[config.mk]
export PLATFORM = sky130hd
export DESIGN_NAME = flash_pgm_loop
export DESIGN_NICKNAME = d
export VERILOG_FILES = /design/src/rtl/pgm_pkg.sv /design/src/rtl/pgm_bus_port.sv /design/src/rtl/pgm_poll_timer.sv /design/src/rtl/flash_pgm_loop.sv
export SDC_FILE = /design/constraint.sdc
export NUM_CORES = 1
export LEC_CHECK = 0
export ABC_CLOCK_PERIOD_IN_PS = 2650
export BUFFER_PORTS_ARGS = -buffer_cell sky130_fd_sc_hd__buf_2
export CAP_MARGIN = 20
export CORE_MARGIN = 2
export CORE_UTILIZATION = 30
export CTS_CLUSTER_SIZE = 30
export DETAILED_ROUTE_END_ITERATION = 8
export PLACE_DENSITY_LB_ADDON = 0.08
export SYNTH_ARGS = -nofsm -noshare
export SYNTH_HDL_FRONTEND = slang
export SYNTH_HIERARCHICAL = 1
export SYNTH_SLANG_ARGS = --single-unit
[constraint.sdc]
create_clock -name clk -period 2.65 [get_ports clk]
set_input_delay 0.265 -clock clk [delete_from_list [all_inputs] [get_ports clk]]
set_output_delay 0.265 -clock clk [all_outputs]
set_load 0.05 [all_outputs]
[src/rtl/pgm_pkg.sv]
package pgm_pkg;
    typedef enum logic [2:0] {
        ST_IDLE,
        ST_FETCH,
        ST_CMD,
        ST_POLL,
        ST_VERIFY
    } ctl_state_e;

    typedef enum logic [1:0] {
        PH_IDLE,
        PH_STROBE,
        PH_CAPTURE
    } port_phase_e;

    localparam logic [11:0] UNLOCK_ADDR_A = 12'h555;
    localparam logic [11:0] UNLOCK_ADDR_B = 12'h2AA;
    localparam logic [7:0]  UNLOCK_DATA_A = 8'hAA;
    localparam logic [7:0]  UNLOCK_DATA_B = 8'h55;
    localparam logic [7:0]  PROGRAM_CODE  = 8'hA0;
    localparam int          POLL_BIT      = 7;
endpackage

[src/rtl/pgm_bus_port.sv]
module pgm_bus_port
    import pgm_pkg::*;
#(
    parameter int AW = 12,
    parameter int DW = 16
) (
    input  logic          clk,
    input  logic          rst_n,
    input  logic          req,
    input  logic          req_wr,
    input  logic [AW-1:0] req_addr,
    input  logic [DW-1:0] req_data,
    output logic          rsp,
    output logic [DW-1:0] rsp_data,
    output logic [AW-1:0] fl_addr,
    output logic [DW-1:0] fl_wdata,
    input  logic [DW-1:0] fl_rdata,
    output logic          fl_we,
    output logic          fl_oe
);
    typedef struct packed {
        port_phase_e   ph;
        logic          we;
        logic          oe;
        logic [AW-1:0] addr;
        logic [DW-1:0] wdata;
        logic          rsp;
        logic [DW-1:0] rdata;
    } port_s;

    port_s p_d, p_q;

    always_comb begin
        p_d     = p_q;
        p_d.rsp = 1'b0;
        p_d.we  = 1'b0;
        p_d.oe  = 1'b0;
        unique case (p_q.ph)
            PH_IDLE: if (req) begin
                p_d.ph    = PH_STROBE;
                p_d.we    = req_wr;
                p_d.oe    = !req_wr;
                p_d.addr  = req_addr;
                p_d.wdata = req_data;
            end
            PH_STROBE:  p_d.ph = PH_CAPTURE;
            PH_CAPTURE: begin
                p_d.ph    = PH_IDLE;
                p_d.rsp   = 1'b1;
                p_d.rdata = fl_rdata;
            end
            default:    p_d.ph = PH_IDLE;
        endcase
    end

    always_ff @(posedge clk or negedge rst_n) begin
        if (!rst_n) p_q <= '0;
        else        p_q <= p_d;
    end

    assign rsp      = p_q.rsp;
    assign rsp_data = p_q.rdata;
    assign fl_addr  = p_q.addr;
    assign fl_wdata = p_q.wdata;
    assign fl_we    = p_q.we;
    assign fl_oe    = p_q.oe;

    AST_NO_DUAL_STROBE: assert property (@(posedge clk) disable iff (!rst_n)
        !(fl_we && fl_oe));
    AST_REQ_ONLY_IDLE: assert property (@(posedge clk) disable iff (!rst_n)
        req |-> (p_q.ph == PH_IDLE));
endmodule

[src/rtl/pgm_poll_timer.sv]
module pgm_poll_timer #(
    parameter int LIMIT = 1024
) (
    input  logic clk,
    input  logic rst_n,
    input  logic clr,
    input  logic run,
    output logic expired
);
    localparam int CW = $clog2(LIMIT + 1);

    logic [CW-1:0] cnt_d, cnt_q;

    always_comb begin
        cnt_d = cnt_q;
        if (clr)                                  cnt_d = '0;
        else if (run && (cnt_q != CW'(LIMIT)))   cnt_d = cnt_q + 1'b1;
    end

    always_ff @(posedge clk or negedge rst_n) begin
        if (!rst_n) cnt_q <= '0;
        else        cnt_q <= cnt_d;
    end

    assign expired = (cnt_q == CW'(LIMIT));

    AST_TMR_SATURATES: assert property (@(posedge clk) disable iff (!rst_n)
        cnt_q <= CW'(LIMIT));
    AST_TMR_EXPIRY_HOLDS: assert property (@(posedge clk) disable iff (!rst_n)
        (expired && !clr) |=> expired);
endmodule

[src/rtl/flash_pgm_loop.sv]
module flash_pgm_loop
    import pgm_pkg::*;
#(
    parameter int AW         = 12,
    parameter int DW         = 16,
    parameter int POLL_LIMIT = 1024
) (
    input  logic          clk,
    input  logic          rst_n,
    input  logic          start,
    input  logic [AW-1:0] base_addr,
    input  logic [AW-1:0] word_count,
    input  logic          src_valid,
    input  logic [DW-1:0] src_data,
    output logic          src_ready,
    output logic [AW-1:0] fl_addr,
    output logic [DW-1:0] fl_wdata,
    input  logic [DW-1:0] fl_rdata,
    output logic          fl_we,
    output logic          fl_oe,
    output logic          done,
    output logic          err,
    output logic [AW-1:0] err_addr
);
    localparam logic [AW-1:0] ADDR_A = AW'(UNLOCK_ADDR_A);
    localparam logic [AW-1:0] ADDR_B = AW'(UNLOCK_ADDR_B);
    localparam logic [DW-1:0] DATA_A = DW'(UNLOCK_DATA_A);
    localparam logic [DW-1:0] DATA_B = DW'(UNLOCK_DATA_B);
    localparam logic [DW-1:0] DATA_P = DW'(PROGRAM_CODE);

    typedef struct packed {
        ctl_state_e    st;
        logic [1:0]    step;
        logic          pend;
        logic [AW-1:0] addr;
        logic [AW-1:0] left;
        logic [DW-1:0] word;
        logic          done;
        logic          err;
        logic [AW-1:0] err_addr;
    } ctl_s;

    ctl_s c_d, c_q;

    logic          req, req_wr, rsp, tmr_clr, tmr_run, tmr_exp;
    logic [AW-1:0] req_addr;
    logic [DW-1:0] req_data, rsp_data;

    always_comb begin
        c_d       = c_q;
        c_d.done  = 1'b0;
        req       = 1'b0;
        req_wr    = 1'b0;
        req_addr  = c_q.addr;
        req_data  = c_q.word;
        src_ready = 1'b0;
        tmr_clr   = 1'b0;
        tmr_run   = 1'b0;
        unique case (c_q.st)
            ST_IDLE: if (start) begin
                c_d.err  = 1'b0;
                c_d.addr = base_addr;
                c_d.left = word_count;
                if (word_count == '0) c_d.done = 1'b1;
                else                  c_d.st   = ST_FETCH;
            end
            ST_FETCH: begin
                src_ready = 1'b1;
                if (src_valid) begin
                    c_d.word = src_data;
                    c_d.step = 2'd0;
                    c_d.st   = ST_CMD;
                end
            end
            ST_CMD: begin
                if (!c_q.pend) begin
                    req    = 1'b1;
                    req_wr = 1'b1;
                    unique case (c_q.step)
                        2'd0:    begin req_addr = ADDR_A; req_data = DATA_A; end
                        2'd1:    begin req_addr = ADDR_B; req_data = DATA_B; end
                        2'd2:    begin req_addr = ADDR_A; req_data = DATA_P; end
                        default: begin req_addr = c_q.addr; req_data = c_q.word; end
                    endcase
                    c_d.pend = 1'b1;
                end else if (rsp) begin
                    c_d.pend = 1'b0;
                    if (c_q.step == 2'd3) begin
                        c_d.st  = ST_POLL;
                        tmr_clr = 1'b1;
                    end else begin
                        c_d.step = c_q.step + 2'd1;
                    end
                end
            end
            ST_POLL: begin
                tmr_run = 1'b1;
                if (!c_q.pend) begin
                    req      = 1'b1;
                    c_d.pend = 1'b1;
                end else if (rsp) begin
                    c_d.pend = 1'b0;
                    if (rsp_data[POLL_BIT] == c_q.word[POLL_BIT]) begin
                        c_d.st = ST_VERIFY;
                    end else if (tmr_exp) begin
                        c_d.err      = 1'b1;
                        c_d.err_addr = c_q.addr;
                        c_d.st       = ST_IDLE;
                    end
                end
            end
            ST_VERIFY: begin
                if (!c_q.pend) begin
                    req      = 1'b1;
                    c_d.pend = 1'b1;
                end else if (rsp) begin
                    c_d.pend = 1'b0;
                    if (rsp_data != c_q.word) begin
                        c_d.err      = 1'b1;
                        c_d.err_addr = c_q.addr;
                        c_d.st       = ST_IDLE;
                    end else if (c_q.left == AW'(1)) begin
                        c_d.done = 1'b1;
                        c_d.st   = ST_IDLE;
                    end else begin
                        c_d.addr = c_q.addr + 1'b1;
                        c_d.left = c_q.left - 1'b1;
                        c_d.st   = ST_FETCH;
                    end
                end
            end
            default: c_d.st = ST_IDLE;
        endcase
    end

    always_ff @(posedge clk or negedge rst_n) begin
        if (!rst_n) c_q <= '0;
        else        c_q <= c_d;
    end

    pgm_bus_port #(.AW(AW), .DW(DW)) u_port (
        .clk      (clk),
        .rst_n    (rst_n),
        .req      (req),
        .req_wr   (req_wr),
        .req_addr (req_addr),
        .req_data (req_data),
        .rsp      (rsp),
        .rsp_data (rsp_data),
        .fl_addr  (fl_addr),
        .fl_wdata (fl_wdata),
        .fl_rdata (fl_rdata),
        .fl_we    (fl_we),
        .fl_oe    (fl_oe)
    );

    pgm_poll_timer #(.LIMIT(POLL_LIMIT)) u_timer (
        .clk     (clk),
        .rst_n   (rst_n),
        .clr     (tmr_clr),
        .run     (tmr_run),
        .expired (tmr_exp)
    );

    assign done     = c_q.done;
    assign err      = c_q.err;
    assign err_addr = c_q.err_addr;

    AST_DONE_SINGLE_CYCLE: assert property (@(posedge clk) disable iff (!rst_n)
        done |=> !done);
    AST_DONE_NOT_WITH_ERR: assert property (@(posedge clk) disable iff (!rst_n)
        done |-> !err);
    AST_ERR_STICKY: assert property (@(posedge clk) disable iff (!rst_n)
        (err && !start) |=> err);
    AST_NO_WRITE_AFTER_ERR: assert property (@(posedge clk) disable iff (!rst_n)
        (err && !start) |=> !fl_we);
endmodule

; ---- Word level (Yosys, flattened, before mapping)
; Cells that the tools add are included.
[op_classes]
add_sub_neg = 4
n_mul = 0
n_div = 0
order_cmp = 0
eq_ne = 32
shifts = 0
mux = 63
n_bitwise = 0
reduce_logical = 21
[op_table]
columns = op, n
row1 = 2-to-1 mux 24 bit, 4
row2 = 2-to-1 mux 13 bit, 5
row3 = case mux 12 bit (2 select lines), 2
row4 = case mux 16 bit (3 select lines), 1
row5 = case mux 24 bit (2 select lines), 1
row6 = 2-to-1 mux 16 bit, 2
row7 = 2-to-1 mux 32 bit, 1
row8 = 2-to-1 mux 3 bit, 10
row9 = 2-to-1 mux 30 bit, 1
row10 = 2-to-1 mux 14 bit, 2
row11 = != test 2 bit (second input constant), 14
row12 = 2-to-1 mux 25 bit, 1
row13 = 2-to-1 mux 12 bit, 2
row14 = 2-to-1 mux 11 bit, 2
row15 = 2-to-1 mux 1 bit, 17
row16 = 2-to-1 mux 17 bit, 1
row17 = != test 16 bit, 1
row18 = case mux 3 bit (5 select lines), 1
row19 = adder 12 x 1 -> 12 bit (second input constant), 1
row20 = equality test 12 x 1 -> 1 bit (second input constant), 1
row21 = logical NOT 12 bit, 1
row22 = subtractor 12 x 1 -> 12 bit (second input constant), 1
row23 = adder 11 x 1 -> 11 bit (second input constant), 1
row24 = equality test 11 bit (second input constant), 1
row25 = other kinds (30), 46
[word_totals]
regBits = 120
latch_bits = 0
ram_bits = 0
mem_bits_ro = 0
input_bits = 60
output_inout_bits = 45
word_cells = 137
mem_count = 0

; ---- Logic depth before layout (Yosys ltp)
; Gate-level depths: netlist (run 1).
[logic_depth]
word_depth = 7
depth_mapped = 10
mapped_depth_nobuf = 10

; ---- Cells and area by module
; Netlist (run 1), hierarchy kept.
[by_module_without_submodules]
columns = module, instances, cells_per_inst, area_each_um2, seq_area_each_um2
row1 = flash_pgm_loop, 1, 423, 3638.5, 1501.4
row2 = pgm_bus_port, 1, 148, 2198.4, 1226.2
row3 = pgm_poll_timer, 1, 78, 704.4, 275.3

; ---- Worst setup path after synthesis (run 1)
; Ideal clock, no wire load.
[synth_timing]
kind = flip-flop to flip-flop
from = register c_q[57] (netlist bit)
to = register c_q[14] (netlist bit)
t_arrival_ns = 2.674
required_time_ns = 2.585
setup_slack_ns = -0.090
stages_incl_launch_ff = 9
path_buffers = 3
path_cell_list = dfrtp_1 -> clkbuf_1 -> inv_1 -> nor3_1 -> and2_1 -> clkbuf_1 -> clkbuf_1 -> nand2_1 -> nand2_1
[synth_between]
elab_chain_len = 2
[synth_lines]
columns = element, line_no
row1 = start: declaration, flash_pgm_loop.sv:43  ; ctl_s c_d, c_q;
row2 = start signal: assignment, flash_pgm_loop.sv:137  ; if (!rst_n) c_q <= '0;
row3 = start signal: assignment, flash_pgm_loop.sv:138  ; else c_q <= c_d;
row4 = equality test 3 x 1 -> 1 bit, flash_pgm_loop.sv:59  ; unique case (c_q.st)
row5 = AND reduction 2 bit (no line), n/a
; No other way between the ends.
; A chain may end at the register's enable or synchronous reset.

; ---- Worst setup path in the final report (run 1)
[layout_timing]
from = register c_q[19] (netlist bit)
to = register c_q, in the netlist err_addr[9]
[layout_between]
elab_chain_len = 3
[layout_lines]
columns = element, line_no
row1 = != test 16 bit, flash_pgm_loop.sv:118  ; if (rsp_data != c_q.word) begin
row2 = != test 2 bit (no line), n/a
row3 = AND reduction 8 bit (no line), n/a
; No other way between the ends.

==> impl_metrics.env, run 1 <==
export IMPL_rrSetupSlack_ns=0.21
export IMPL_cts_setup_buffers=0
export IMPL_p_seq_share_pct=35.1
export IMPL_clock_fmax_ghz=0.409
export IMPL_root_buffer="clkbuf_16"
export IMPL_synthCells=649
export IMPL_grt_pass1_wl_microns=27000
export IMPL_worst_setup_path_start_kind="flop"
export IMPL_clkPwrFrac_pct=23.6
export IMPL_htreeDepth=4
export IMPL_worst_endpoint_required_ns=2.94
export IMPL_synth_edf_count=0
export IMPL_rsz0062_at_grt="no"
export IMPL_cts_made_buffers=17
export IMPL_fin_skew_ns=0.0119
export IMPL_grt_pass1_vias=4984
export IMPL_die_x_microns=152
export IMPL_ys_seq_area_share_pct=45.9
export IMPL_yosysWarnings=6
export IMPL_regToRegEndpoint="err_addr[9]$_DFFE_PN0P_"
export IMPL_synth_top_flop_cell="dfrtp_1"
export IMPL_hold_viol=0
export IMPL_endpoint_kind="flop"
export IMPL_detailed_place_area_sq_um=7070
export IMPL_final_util_pct=35.4
export IMPL_grt_usage_pct=15.5
export IMPL_final_max_slew_viol_count=0
export IMPL_period_share_pct=92.2
export IMPL_io_pins=105
export IMPL_antenna_left=0
export IMPL_critical_path_class="reg2reg"
export IMPL_post_drt_wl_per_cell_microns=16.7
export IMPL_avgSynthCellArea_sq_um=10.1
export IMPL_p_int_mw=5.54
export IMPL_synth_largest_area_cell="dfrtp_1"
export IMPL_dp_hpwl_microns=11800
export IMPL_numPlacedInstances=976
export IMPL_preCtsSetupSlack_ns=0.143
export IMPL_clk_latency_ns=0.42
export IMPL_max_slew_worst_pin_slew_ns=0.796
export IMPL_core_sq_um=21600
export IMPL_stdcell_area_sq_um=7660
export IMPL_vias=4864
export IMPL_cts_buffer_depth=2
export IMPL_port_buffers=104
export IMPL_die_area_sq_um=23000
export IMPL_hold_depth=3
export IMPL_r2r_start="c_q[19]$_DFFE_PN0P_"
export IMPL_multi_input_area_sq_um=2880
export IMPL_antennaDiodeCount=0
export IMPL_fin_ws_ns=0.208
export IMPL_mappedNetlistArea_sq_um=6540
export IMPL_slew_headroom_pct=46.7
export IMPL_tns_ns=0
export IMPL_cts_sinks=120
export IMPL_wirelength_microns=16800
export IMPL_ys_types=67
export IMPL_hp_class="in2reg"
export IMPL_worst_path_max_fanout=13
export IMPL_firstDrtPassIters=4
export IMPL_place_congestion=0.753
export IMPL_cap_violations=0
export IMPL_synthArstFlopShare_pct=100
export IMPL_share_comb_of_total_power_pct=41.3
export IMPL_power_switching_mw=3.88
export IMPL_cts_clk_slew_worst_paths_ns=0.06
export IMPL_die_y_microns=152
export IMPL_setup_viol=0
export IMPL_holdWs_ns=0.0395
export IMPL_nNetsFinal=785
export IMPL_seqCellArea_sq_um=3000
export IMPL_grt_start_max_net_pins=121
export IMPL_drive_above_1_share_pct=31.3
export IMPL_synthTopCellsByArea="dfrtp_1, buf_4, mux2_2"
export IMPL_switching_share_pct=41.2
export IMPL_total_power_mw=9.43
export IMPL_power_density_nw_per_um2=1230
export IMPL_filler_cell_count=2254
export IMPL_p_leak_nw=3.67
export IMPL_initial_utilization_pct=30.3
export IMPL_ff2ff_path_depth=7
export IMPL_rows=54
export IMPL_stdcell_count=1009
export IMPL_ys_ff_latch=120
export IMPL_syn2layout_area_growth_pct=17.1
export IMPL_grt_overflow_total=0
export IMPL_drt_initial_drc_count=234
export IMPL_cts_tree="done"
export IMPL_hold_end="c_q[22]$_DFFE_PN0P_"
export IMPL_grt_antenna_before_repair=0
export IMPL_post_route_min_period_ns=2.44
export IMPL_cp_arrival_ns=2.74
export IMPL_synth_fp_nets=718
export IMPL_route_detailed_drc=0
export IMPL_hold_start="src_data[8]"
export IMPL_peakVddDrop_mv=0.481
export IMPL_synth_top_area_share_pct=45.9
export IMPL_vias_per_cell=4.82
export IMPL_status="finished, final reports clean"
export IMPL_crit_start="c_q[19]$_DFFE_PN0P_"
-- metal layers --
metal / part of all wire [%] / GRT usage, %
met5: 0 / 0
met4: 1.4 / 5.37
met3: 4.1 / 3.80
met2: 47 / 24.7
met1: 47 / 20.5
-- worst max-delay path by stage --
stage / depth (start not counted) / slack (ns) / end
2_1_floorplan: 7 / 0.33 / c_q[32]$_DFFE_PN0P_
3_3_place_gp: 6 / 0.16 / err_addr[11]$_DFFE_PN0P_
3_5_place_dp: 6 / 0.14 / err_addr[11]$_DFFE_PN0P_
4_1_cts: 6 / 0.13 / err_addr[11]$_DFFE_PN0P_
5_1_grt: 6 / 0.001 / err_addr[1]$_DFFE_PN0P_
6_report: 7 / 0.21 / err_addr[9]$_DFFE_PN0P_
-- synth_stat cells (6+ instances only) --
library cell and n:
nor2b_1 15, a21oi_1 28, and3_1 6, o21a_1 7, nand2_1 82, o21ai_0 7, or3_1 7, dfrtp_1 120
a21o_1 11, nor4_1 13, nor2_1 26, a22oi_1 7, mux2_4 9, o21ai_1 34, xnor2_1 12, nand3_1 9
mux2_1 11, clkbuf_1 21, inv_1 19, nor3_1 15, buf_4 57, mux2_2 38, ha_1 9, nand4_1 8
-- sequential cells by signal, summed over array words and instances (netlist names) --
| register | flops |
|---|---|
| c_q | 46 |
| done | 1 |
| err | 1 |
| err_addr | 12 |
| u_port/fl_addr | 12 |
| u_port/fl_oe | 1 |
| u_port/fl_wdata | 16 |
| u_port/fl_we | 1 |
| u_port/p_q | 2 |
| u_port/rsp | 1 |
| u_port/rsp_data | 16 |
| u_timer/cnt_q | 11 |
-- power by group through the flow --
stage                     sequential, mW  combinational [mW]  clock, mW
after CTS                           3.32                3.96       2.29
after detailed placement            3.35                3.94          0
after global routing                3.44                4.29       2.38
final                               3.31                3.89       2.23
after global placement              3.33                3.90          0
after floorplan                     3.07                3.61          0
-- layout make-up --
class / instances / share of cell area (%)
Tap cell: 280 / 4.58
Clock buffer: 21 / 6.14
Sequential cell: 120 / 39.2
Timing Repair Buffer: 137 / 10.3
Multi-Input combinational cell: 421 / 37.6
Clock inverter: 11 / 1.29
Inverter: 19 / 0.931
-- worst max-delay path, stage by stage (launching register included) --
cell and delay [ns]:
dfrtp_1 0.40, xor2_1 0.17, or4_4 0.54, nor4_4 0.32
buf_4 0.19, o21ai_1 0.06, nor2b_2 0.27, mux2_1 0.36
-- placed cells by master, fill, tap and decap left out, types with 14 or more instances in the layout --
| cell | count |
|---|---|
| nor2_1 | 26 |
| clkbuf_16 | 17 |
| nor2b_1 | 15 |
| mux2_2 | 38 |
| nand2_1 | 82 |
| inv_1 | 19 |
| o21ai_1 | 34 |
| nor3_1 | 14 |
| buf_4 | 32 |
| buf_2 | 103 |
| dfrtp_1 | 120 |
| a21oi_1 | 28 |
-- cells by family after synthesis --
logic type	share of synthesized area, %
buf+inv	10.4
simple gates	16.9
fa+ha+maj	1.72
mux	11.1
compound gates	11.9
xor+xnor	2.14
flops	45.9
-- repair_timing --
| item | in CTS | in global routing |
|---|---|---|
| setup endpoints to repair | 0 | 1 |
| hold endpoints to repair | 7 | 0 |
| hold buffers | 1 | 0 |
| gates resized for setup | 0 | 2 |
(Power assumes the default switching activity.)
==> run 2: changes to the inputs <==
- BUFFER_PORTS_ARGS: -buffer_cell sky130_fd_sc_hd__buf_2 -> -buffer_cell sky130_fd_sc_hd__buf_4
==> run 2 against run 1 <==
First-iteration DRC count decreased by 33%. Worst hold slack barely moved. Fmax decreased by 0.53%. Setup slack got worse by 0.013 ns. Non-clock buffer count up 2.
==> impl_metrics.env, run 2 (synthesized netlist as in run 1, its figures left out) <==
export IMPL_cts_tree="done"
export IMPL_fin_skew_ns=0.0108
export IMPL_cts_made_buffers=17
export IMPL_vias_per_cell=4.79
export IMPL_worst_path_max_fanout=6
export IMPL_final_max_slew_viol_count=0
export IMPL_cts_setup_buffers=0
export IMPL_setup_viol=0
export IMPL_drt_initial_drc_count=156
export IMPL_largest_reg_flops=46
export IMPL_antenna_left=0
export IMPL_cts_sinks=120
export IMPL_firstDrtPassIters=4
export IMPL_die_area_sq_um=23000
export IMPL_period_share_pct=92.7
export IMPL_hold_depth=3
export IMPL_layout_commonest_cell="buf_4"
export IMPL_clk_latency_ns=0.42
export IMPL_grt_pass1_vias=4906
export IMPL_stdcell_count=1011
export IMPL_initial_utilization_pct=30.3
export IMPL_wirelength_microns=17100
export IMPL_hp_class="in2reg"
export IMPL_htreeDepth=4
export IMPL_dp_hpwl_microns=12300
export IMPL_vias=4840
export IMPL_post_route_min_period_ns=2.46
export IMPL_regMostFlops="c_q"
export IMPL_syn2layout_area_growth_pct=21.8
export IMPL_place_congestion=0.781
export IMPL_grt_usage_pct=15.5
export IMPL_cp_arrival_ns=2.74
export IMPL_grt_start_max_net_pins=44
export IMPL_layout_common_cells="buf_4, dfrtp_1, nand2_1, mux2_2, o21ai_1"
export IMPL_worst_endpoint_required_ns=2.93
export IMPL_worst_setup_path_start_kind="flop"
export IMPL_power_density_nw_per_um2=1230
export IMPL_status="finished, final reports clean"
export IMPL_total_power_mw=9.78
export IMPL_slew_headroom_pct=50.6
export IMPL_grt_antenna_before_repair=0
export IMPL_cts_clk_slew_worst_paths_ns=0.06
export IMPL_root_buffer="clkbuf_16"
export IMPL_nNetsFinal=787
export IMPL_grt_overflow_total=0
export IMPL_post_drt_wl_per_cell_microns=16.9
export IMPL_die_y_microns=152
export IMPL_p_leak_nw=3.76
export IMPL_clock_fmax_ghz=0.407
export IMPL_rsz0062_at_grt="no"
export IMPL_grt_pass1_wl_microns=26800
export IMPL_max_slew_worst_pin_slew_ns=0.739
export IMPL_antennaDiodeCount=0
export IMPL_cts_buffer_depth=2
export IMPL_hold_viol=0
export IMPL_stdcell_area_sq_um=7970
export IMPL_detailed_place_area_sq_um=7360
export IMPL_drive_above_1_share_pct=31.2
export IMPL_peakVddDrop_mv=0.544
export IMPL_ff2ff_path_depth=8
export IMPL_route_detailed_drc=0
export IMPL_core_sq_um=21600
export IMPL_numPlacedInstances=978
export IMPL_cap_violations=0
export IMPL_rows=54
export IMPL_tns_ns=0
export IMPL_port_buffers=104
export IMPL_io_pins=105
export IMPL_endpoint_kind="flop"
export IMPL_critical_path_class="reg2reg"
export IMPL_die_x_microns=152
-- run 2: path summary, 6_finish.rpt --
kind / slack (ns) / to / from
max: 0.19 / c_q[53]$_DFFE_PN0P_ / c_q[19]$_DFFE_PN0P_
min: 0.04 / c_q[27]$_DFFE_PN0P_ / src_data[13]
max reg2reg: 0.19 / c_q[53]$_DFFE_PN0P_ / c_q[19]$_DFFE_PN0P_
min reg2reg: 0.49 / err_addr[8]$_DFFE_PN0P_ / err_addr[8]$_DFFE_PN0P_
max in group asynchronous: 1.51 / u_port/fl_wdata[2]$_DFFE_PN0P_ / rst_n
min in group asynchronous: 0.41 / c_q[36]$_DFFE_PN0P_ / rst_n
-- run 2: repair_timing --
item	4_1_cts	5_1_grt
setup endpoints to repair	0	13
resized for setup	0	1
endpoints found under the hold margin	40	0
hold buffers	1	0
-- run 2: per-stage QoR --
| stage | hold slack (ns) | utilization (%) | worst slack, ns |
|---|---|---|---|
| 2_1_floorplan | -0.0306 | - | 0.332 |
| 3_3_place_gp | 0.329 | 34.0 | 0.126 |
| 3_5_place_dp | 0.336 | 34.0 | 0.114 |
| 4_1_cts | 0.0243 | 36.8 | 0.0854 |
| 5_1_grt | 0.0340 | 36.9 | 0.0440 |
| 6_report | 0.0393 | 36.9 | 0.195 |
-- run 2: layout make-up --
class,instances,area (sq um)
fillers,2206,13700
well taps,280,350
multi-input cells,421,2880
clock inverters,12,151
repair buffers,139,1070
inverters,19,71.3
clock buffers,20,447
flip-flops and latches,120,3000
-- run 2: critical path, stage by stage (launching register included) --
cell and delay, ns:
dfrtp_1 0.41, xor2_1 0.17, or4_4 0.54, nor4_4 0.24
a41oi_2 0.16, buf_4 0.19, buf_4 0.15, a2111oi_0 0.38
a21oi_1 0.08
-- run 2: metal layers --
metal	GRT usage, %	share of wire [%]
met5	0	0
met4	5.51	1.6
met3	3.44	4.0
met2	24.5	47
met1	21.0	47
-- run 2: power by group --
group,leakage [nW],switching [mW],internal (mW)
clock,0.290,0.856,1.50
sequential,1.52,0.747,2.58
combinational,1.95,2.30,1.79
